File: src/rtl/alu_flag_pkg.sv
package alu_flag_pkg;

    localparam int WORD_W = 16;
    localparam int BYTE_W = 8;
    localparam int NIB_W  = 4;
    localparam int PAR_W  = 8;
    localparam int OP_W   = 3;
    localparam int N_LANE = 2;

    typedef enum logic [OP_W-1:0] {
        OP_ADD = 3'd0,
        OP_ADC = 3'd1,
        OP_SUB = 3'd2,
        OP_SBB = 3'd3,
        OP_AND = 3'd4,
        OP_OR  = 3'd5,
        OP_XOR = 3'd6,
        OP_CMP = 3'd7
    } alu_op_e;

    typedef struct packed {
        logic is_sub;
        logic use_cin;
        logic is_log;
        logic no_wb;
    } op_class_t;

    function automatic op_class_t classify(input alu_op_e op);
        op_class_t c;
        c = '0;
        unique case (op)
            OP_ADD: c = '0;
            OP_ADC: c.use_cin = 1'b1;
            OP_SUB: c.is_sub = 1'b1;
            OP_SBB: begin
                c.is_sub  = 1'b1;
                c.use_cin = 1'b1;
            end
            OP_AND, OP_OR, OP_XOR: c.is_log = 1'b1;
            OP_CMP: begin
                c.is_sub = 1'b1;
                c.no_wb  = 1'b1;
            end
            default: c = '0;
        endcase
        return c;
    endfunction

endpackage

File: src/rtl/alu_lane_adder.sv
module alu_lane_adder
    import alu_flag_pkg::*;
#(
    parameter int W = 16
) (
    input  logic [W-1:0] a_i,
    input  logic [W-1:0] b_i,
    input  logic         sub_i,
    input  logic         cin_i,
    output logic [W-1:0] sum_o,
    output logic         cout_o,
    output logic         cnib_o,
    output logic         ctop_o
);
    localparam int MID_W = W - 1 - NIB_W;

    logic [W-1:0]     b_x;
    logic             c_x;
    logic [NIB_W:0]   lo_s;
    logic [MID_W:0]   mid_s;
    logic [1:0]       top_s;

    always_comb begin
        b_x   = sub_i ? ~b_i : b_i;
        c_x   = sub_i ? ~cin_i : cin_i;
        lo_s  = {1'b0, a_i[NIB_W-1:0]} + {1'b0, b_x[NIB_W-1:0]}
              + {{NIB_W{1'b0}}, c_x};
        mid_s = {1'b0, a_i[W-2:NIB_W]} + {1'b0, b_x[W-2:NIB_W]}
              + {{MID_W{1'b0}}, lo_s[NIB_W]};
        top_s = {1'b0, a_i[W-1]} + {1'b0, b_x[W-1]} + {1'b0, mid_s[MID_W]};
        sum_o  = {top_s[0], mid_s[MID_W-1:0], lo_s[NIB_W-1:0]};
        cout_o = top_s[1];
        cnib_o = lo_s[NIB_W];
        ctop_o = mid_s[MID_W];
    end
endmodule

File: src/rtl/alu_logic_unit.sv
module alu_logic_unit
    import alu_flag_pkg::*;
#(
    parameter int W = 16
) (
    input  logic [W-1:0]    a_i,
    input  logic [W-1:0]    b_i,
    input  logic [OP_W-1:0] op_i,
    output logic [W-1:0]    y_o
);
    always_comb begin
        unique case (alu_op_e'(op_i))
            OP_AND:  y_o = a_i & b_i;
            OP_OR:   y_o = a_i | b_i;
            OP_XOR:  y_o = a_i ^ b_i;
            default: y_o = '0;
        endcase
    end
endmodule

File: src/rtl/alu_flag_eval.sv
module alu_flag_eval
    import alu_flag_pkg::*;
#(
    parameter int W = 16
) (
    input  logic [W-1:0] res_i,
    output logic         sf_o,
    output logic         zf_o,
    output logic         pf_o
);
    always_comb begin
        sf_o = res_i[W-1];
        zf_o = (res_i == '0);
        pf_o = ~(^res_i[PAR_W-1:0]);
    end
endmodule

File: src/rtl/alu_flag_core.sv
module alu_flag_core
    import alu_flag_pkg::*;
(
    input  logic [15:0] a_i,
    input  logic [15:0] b_i,
    input  logic [2:0]  op_i,
    input  logic        wide_i,
    input  logic        carry_i,
    output logic [15:0] result_o,
    output logic        cf_o,
    output logic        of_o,
    output logic        sf_o,
    output logic        zf_o,
    output logic        af_o,
    output logic        pf_o,
    output logic        nowb_o
);
    op_class_t          cls;
    logic               cin_eff;
    logic [WORD_W-1:0]  lane_res  [N_LANE];
    logic               lane_co   [N_LANE];
    logic               lane_cn   [N_LANE];
    logic               lane_ct   [N_LANE];
    logic               lane_sf   [N_LANE];
    logic               lane_zf   [N_LANE];
    logic               lane_pf   [N_LANE];

    always_comb begin
        cls     = classify(alu_op_e'(op_i));
        cin_eff = cls.use_cin & carry_i;
    end

    for (genvar g = 0; g < N_LANE; g++) begin : g_lane
        localparam int LW = (g == 0) ? BYTE_W : WORD_W;
        logic [LW-1:0] sum_w;
        logic [LW-1:0] log_w;
        logic [LW-1:0] sel_w;

        alu_lane_adder #(.W(LW)) i_add (
            .a_i    (a_i[LW-1:0]),
            .b_i    (b_i[LW-1:0]),
            .sub_i  (cls.is_sub),
            .cin_i  (cin_eff),
            .sum_o  (sum_w),
            .cout_o (lane_co[g]),
            .cnib_o (lane_cn[g]),
            .ctop_o (lane_ct[g])
        );

        alu_logic_unit #(.W(LW)) i_log (
            .a_i (a_i[LW-1:0]),
            .b_i (b_i[LW-1:0]),
            .op_i(op_i),
            .y_o (log_w)
        );

        assign sel_w        = cls.is_log ? log_w : sum_w;
        assign lane_res[g]  = WORD_W'(sel_w);

        alu_flag_eval #(.W(LW)) i_flg (
            .res_i(sel_w),
            .sf_o (lane_sf[g]),
            .zf_o (lane_zf[g]),
            .pf_o (lane_pf[g])
        );
    end

    always_comb begin
        result_o = lane_res[wide_i];
        sf_o     = lane_sf[wide_i];
        zf_o     = lane_zf[wide_i];
        pf_o     = lane_pf[wide_i];
        nowb_o   = cls.no_wb;
        if (cls.is_log) begin
            cf_o = 1'b0;
            of_o = 1'b0;
            af_o = 1'b0;
        end else begin
            cf_o = cls.is_sub ^ lane_co[wide_i];
            af_o = cls.is_sub ^ lane_cn[wide_i];
            of_o = lane_co[wide_i] ^ lane_ct[wide_i];
        end
    end
endmodule

File: config.mk
export PLATFORM = sky130hd
export DESIGN_NAME = alu_flag_core
export DESIGN_NICKNAME = d
export VERILOG_FILES = /design/src/rtl/alu_flag_pkg.sv /design/src/rtl/alu_lane_adder.sv /design/src/rtl/alu_logic_unit.sv /design/src/rtl/alu_flag_eval.sv /design/src/rtl/alu_flag_core.sv
export SDC_FILE = /design/constraint.sdc
export NUM_CORES = 1
export LEC_CHECK = 0
export BUFFER_PORTS_ARGS = -buffer_cell sky130_fd_sc_hd__buf_2
export CAP_MARGIN = 20
export CORE_ASPECT_RATIO = 0.6
export CORE_MARGIN = 2
export CORE_UTILIZATION = 25
export DETAILED_ROUTE_END_ITERATION = 7
export PLACE_DENSITY = 0.48
export REMOVE_ABC_BUFFERS = 1
export SLEW_MARGIN = 20
export SYNTH_ARGS = -nofsm -noshare
export SYNTH_HDL_FRONTEND = slang
export SYNTH_SLANG_ARGS = --single-unit
File: constraint.sdc
create_clock -name vclk -period 7
set_input_delay 0.7 -clock vclk [all_inputs]
set_output_delay 0.7 -clock vclk [all_outputs]
set_load 0.05 [all_outputs]
==> results.txt, run 1 <==
synthesized cell area: 0.00225 sq mm
Resized Gates After CTS: 0
DR DRC count: 0
gpl congestion: 0.907
Setup TNS: 0 ns
Area contributors post-synth: ha_1, xnor2_1, inv_1
Sequential Power Share: 0%
post-route minimum period: 5.96 ns
Synth Area in Compound Gates: 26.5%
Via Count: 2286
startpoint types: input port
core area: 0.00862 sq mm
share of the clock period used by the worst path after layout: 85.2%
die area: 0.00980 sq mm
yosys warns: 0
status: complete, no violations
Post-Synth Simple-Gate Area: 15.7%
# clk buffers: 0
post-synth top area share: 27.8%
post-synth top area cell: ha_1
largest family of logic cells by synthesized area: adder cells
antenna-violating nets left: 0
P_leak: 1.40 nW
All-Layer GR Usage: 14.1%
WL/cell: 15.2 um
Fin. Hold Viols: 0
final worst setup slack: 1.04 ns
Ports: 60
register area: 0 sq um
Final setup viols: 0
# port buffers: 60
Starting Density: 26.1%
Slew Viols, Final: 0
vias in the first global route: 2118
post-CTS setup buffer count: 0
Clk pwr share: 0%
Max transition margin: 64.2%
DR vias/cell: 4.85
Syn Inst Count: 309
first-pass GRT wire length: 11400 um
Die H: 77.5 um
initial antenna violation count: 0
post-DP HPWL: 6060 um
DRT iter0 DRCs: 138
Seq/Total Area, Yosys: 0%
Worst Path Arrival: 5.26 ns
area growth from synthesis to layout: 17.1%
fin nets: 454
post-synthesis mux area share: 2.67%
Synth Area in XOR/XNOR: 10.1%
max cap viols: 0
post-synthesis adder-cell area fraction: 33.1%
most common cell after layout, fill and taps aside: buf_2
kind of critical path: in -> out
Hold WC Path Type: in -> out
P_sw: 0.000296 W
P_int: 0.000142 W
dpl ws: 1.07 ns
most frequent cells in the layout: buf_2, ha_1, inv_1
num rows: 26
fmax: 0.168 GHz
top fanout value on the critical path: 21
sw frac: 67.5%
share of cells above drive strength 1: 19.8%
syn avg cell area: 7.28 sq um
RSZ-0062 raised after global routing: false
Comb pwr share: 100.0%
PD cells: 166 mW/mm^2
CP endpoint kind: output port
CTS hold repair buffers: 0
die width: 126 um
count of flip-flops and latches: 0
Diodes inserted: 0
WP data required: 6.30 ns
Netlist cell types: 50
final wirelength: 7170 um
worst vdd ir: 0.117 mV
Worst-Margin Slew: 0.531 ns
drt pass-1 iters: 4
GR Overflow Total: 0
largest net degree at the start of global routing: 22
==> through the flow <==
| stage | area (sq um) | instances | power, W | hold WS, ns | utilization, % |
|---|---|---|---|---|---|
| finish | 2630 | 471 | 0.000438 | 1.90 | 30.6 |
| CTS | 2630 | 471 | 0.000438 | 1.90 | 30.6 |
| global route | 2630 | 471 | 0.000474 | 1.91 | 30.6 |
| floorplan | 2160 | 295 | 0.000322 | 1.64 | - |
| global placement | 2630 | 471 | 0.000438 | 1.89 | 30.6 |
| detailed placement | 2630 | 471 | 0.000437 | 1.90 | 30.6 |
==> power by group through the flow <==
| stage | Combinational [W] | Clock, W | Sequential, W |
|---|---|---|---|
| finish | 0.000438 | 0 | 0 |
| global route | 0.000474 | 0 | 0 |
| CTS | 0.000438 | 0 | 0 |
| detailed placement | 0.000437 | 0 | 0 |
| global placement | 0.000438 | 0 | 0 |
| floorplan | 0.000322 | 0 | 0 |
==> layout make-up <==
class	count	area, sq um
fill	966	5990
multi-input combinational	247	1980
timing repair buffer	64	330
inverter	48	180
tap	112	140
==> critical path: stages <==
cell	delay (ns)
buf_2	0.21
buf_4	0.26
nand2_1	0.08
o21ai_0	0.07
a21o_1	0.20
fa_1	0.40
fa_1	0.41
a21o_1	0.17
a21o_1	0.20
fa_1	0.42
nand3_1	0.17
a21oi_1	0.10
nor2_1	0.15
o21ai_0	0.13
a31o_2	0.31
inv_1	0.08
fa_1	0.41
nor2_1	0.11
a21oi_1	0.06
nor2_1	0.14
o21bai_1	0.16
buf_2	0.31
==> cells in the mapped netlist (2+ instances only) <==
| master | count |
|---|---|
| ha_1 | 50 |
| inv_1 | 47 |
| nand2_1 | 26 |
| xnor2_1 | 23 |
| nor2_1 | 21 |
| a21oi_1 | 18 |
| o21ai_0 | 14 |
| a21o_1 | 11 |
| fa_1 | 6 |
| mux2i_1 | 6 |
| a22o_1 | 5 |
| clkbuf_1 | 5 |
| nand2b_1 | 5 |
| and2_1 | 4 |
| buf_4 | 4 |
| nand3_1 | 4 |
| nor2b_1 | 4 |
| o22ai_1 | 4 |
| buf_2 | 3 |
| o2111ai_1 | 3 |
| o21a_1 | 3 |
| o21ai_1 | 3 |
| o32ai_1 | 3 |
| xor2_1 | 3 |
| a2111oi_0 | 2 |
| a22oi_1 | 2 |
| and3_1 | 2 |
| buf_6 | 2 |
| nand4_1 | 2 |
| nor3_1 | 2 |
| o22a_1 | 2 |
| o31ai_1 | 2 |
==> cells by family after synthesis <==
family | count (synthesis)
AO/OA/AOI/OAI | 84
XOR/XNOR | 26
adder cells (fa/ha/maj) | 56
buffers and inverters | 62
multiplexers | 6
AND/OR/NAND/NOR | 75
==> worst paths after layout <==
check / to / cells after the start / startpoint
setup / recovery: sf_o / 22 / op_i[0]
hold / removal: result_o[8] / 3 / wide_i
==> per-layer routing <==
layer	GRT usage, %	wire (um)
met1	24.0	4010
met2	17.6	2510
met3	3.31	618
met4	0.659	32
met5	0	0
Power figures use the tool's default switching activity.
==> run 2: changes to the inputs <==
--- a/config.mk
+++ b/config.mk
@@ -7,11 +7,13 @@
 export LEC_CHECK = 0
 export BUFFER_PORTS_ARGS = -buffer_cell sky130_fd_sc_hd__buf_2
 export CAP_MARGIN = 20
+export CELL_PAD_IN_SITES_DETAIL_PLACEMENT = 1
+export CELL_PAD_IN_SITES_GLOBAL_PLACEMENT = 2
 export CORE_ASPECT_RATIO = 0.6
 export CORE_MARGIN = 2
 export CORE_UTILIZATION = 25
 export DETAILED_ROUTE_END_ITERATION = 7
-export PLACE_DENSITY = 0.48
+export PLACE_DENSITY = 0.75
 export REMOVE_ABC_BUFFERS = 1
 export SLEW_MARGIN = 20
 export SYNTH_ARGS = -nofsm -noshare
==> results.txt, run 2 (synthesis results as in run 1) <==
GR Overflow Total: 0 (unchanged)
Max transition margin: 63.8% (-0.40 points)
FILL cells: 1103 (+14%)
Non-Filler Instances: 470 (-0.21%)
Hold WS: 1.88 ns (-0.0195 ns)
DR DRC count: 0 (unchanged)
register area: 0 sq um (unchanged)
kind of critical path: in -> out
worst vdd ir: 0.0930 mV (-20%)
count of flip-flops and latches: 0 (unchanged)
die area: 0.00980 sq mm (unchanged)
multi-input logic area: 0.00198 sq mm (unchanged)
status: complete, no violations
slowest CP cell: fa_1
PD cells: 169 mW/mm^2 (+1.5%)
most common cell after layout, fill and taps aside: buf_2
fin nets: 453 (-0.22%)
Largest delay share family, worst path: adder cells
min-delay src: wide_i
share of cells above drive strength 1: 19.6% (-0.22 points)
largest net degree at the start of global routing: 28 (+27%)
final worst setup slack: 0.961 ns (-0.0771 ns)
Fin. Hold Viols: 0 (unchanged)
WP buf/inv: 3 (-1)
Starting Density: 26.1% (unchanged)
CP peak stage delay: 0.45 ns (+0.03 ns)
placed cell count: 470 (-0.21%)
WP data required: 6.30 ns (about the same)
Slew Viols, Final: 0 (unchanged)
first-pass GRT wire length: 12100 um (+6.2%)
Via Count: 2273 (-0.57%)
Diodes inserted: 0 (unchanged)
Worst Path Arrival: 5.34 ns (+0.08 ns)
Final setup viols: 0 (unchanged)
Setup TNS: 0 ns (unchanged)
area growth from synthesis to layout: 16.7%
All-Layer GR Usage: 14.8% (+0.69 points)
Cell Chain, Critical Path: buf_2, nand2_1, xnor2_1, fa_1, fa_1, a21o_1, a21o_1, fa_1, nand3_1, a21oi_1, nor2_1, o21ai_0, a31o_2, inv_1, fa_1, nor2_1, a21oi_1, nor3b_1, o2111ai_1, o21ai_1, buf_2
max cap viols: 0 (unchanged)
post-CTS setup buffer count: 0 (unchanged)
post-route minimum period: 6.04 ns (+0.0771 ns)
most frequent cells in the layout: buf_2, ha_1, inv_1
core area: 0.00862 sq mm (unchanged)
CP endpoint kind: output port
initial antenna violation count: 0 (unchanged)
Ports: 60 (unchanged)
WL/cell: 15.7 um (+3.1%)
vias in the first global route: 2246 (+6.0%)
Resized Gates After CTS: 0 (unchanged)
startpoint types: input port
# clk buffers: 0 (unchanged)
RSZ-0062 raised after global routing: false
P_leak: 1.40 nW (-0.34%)
antenna-violating nets left: 0 (unchanged)
Hold Crit Depth: 3 (unchanged)
post-DP HPWL: 6210 um (+2.5%)
final wirelength: 7370 um (+2.8%)
share of the clock period used by the worst path after layout: 86.3% (+1.1 points)
DR vias/cell: 4.84 (-0.36%)
drt pass-1 iters: 4 (unchanged)
gpl congestion: 0.840 (-7.4%)
num rows: 26 (unchanged)
most frequent CP cell: fa_1
fmax: 0.166 GHz (-1.3%)
die width: 126 um (unchanged)
CTS hold repair buffers: 0 (unchanged)
Hold WC Path Type: in -> out
dpl ws: 0.969 ns (-0.0995 ns)
Worst-Margin Slew: 0.542 ns (+0.0109 ns)
DRT iter0 DRCs: 144 (+4.3%)
worst min-delay path endpoint: sf_o
# port buffers: 60 (unchanged)
Die H: 77.5 um (unchanged)
top fanout value on the critical path: 27 (+29%)
Total Power: 0.000443 W (+1.2%)
[run 2: final cells by class]
cell class / instances / area share (%)
multi-input combinational: 247 / 75.5
inverter: 48 / 6.86
timing repair buffer: 63 / 12.3
tap: 112 / 5.34
[run 2: layer usage]
metal,up-vias,part of all wire [%],GRT usage [%]
li1,1155,-,-
met1,1062,58,25.4
met2,56,37,20.3
met3,0,5.3,1.24
met4,0,0,0
met5,-,0,0
[run 2: how the worst max path moves through the flow]
| stage | startpoint | end | depth (start not counted) | slack, ns |
|---|---|---|---|---|
| 2_1_floorplan | op_i[0] | pf_o | 15 | 0.43 |
| 3_3_place_gp | op_i[2] | zf_o | 22 | 1.11 |
| 3_5_place_dp | op_i[1] | zf_o | 21 | 0.97 |
| 4_1_cts | op_i[1] | zf_o | 21 | 0.95 |
| 5_1_grt | op_i[1] | zf_o | 21 | 0.59 |
| 6_report | op_i[1] | zf_o | 21 | 0.96 |
[run 2: power by group]
part / internal [W] / switching [W] / total [W]
combinational: 0.000144 / 0.000299 / 0.000443
sequential: 0 / 0 / 0
clock: 0 / 0 / 0
total: 0.000144 / 0.000299 / 0.000443
[run 2: metrics by stage]
| step | instance area, sq um | utilization [%] |
|---|---|---|
| 2_1_floorplan | 2160 | - |
| 3_5_place_dp | 2630 | 30.5 |
| 4_1_cts | 2630 | 30.5 |
| 3_3_place_gp | 2630 | 30.5 |
| 5_1_grt | 2630 | 30.5 |
| 6_report | 2630 | 30.5 |
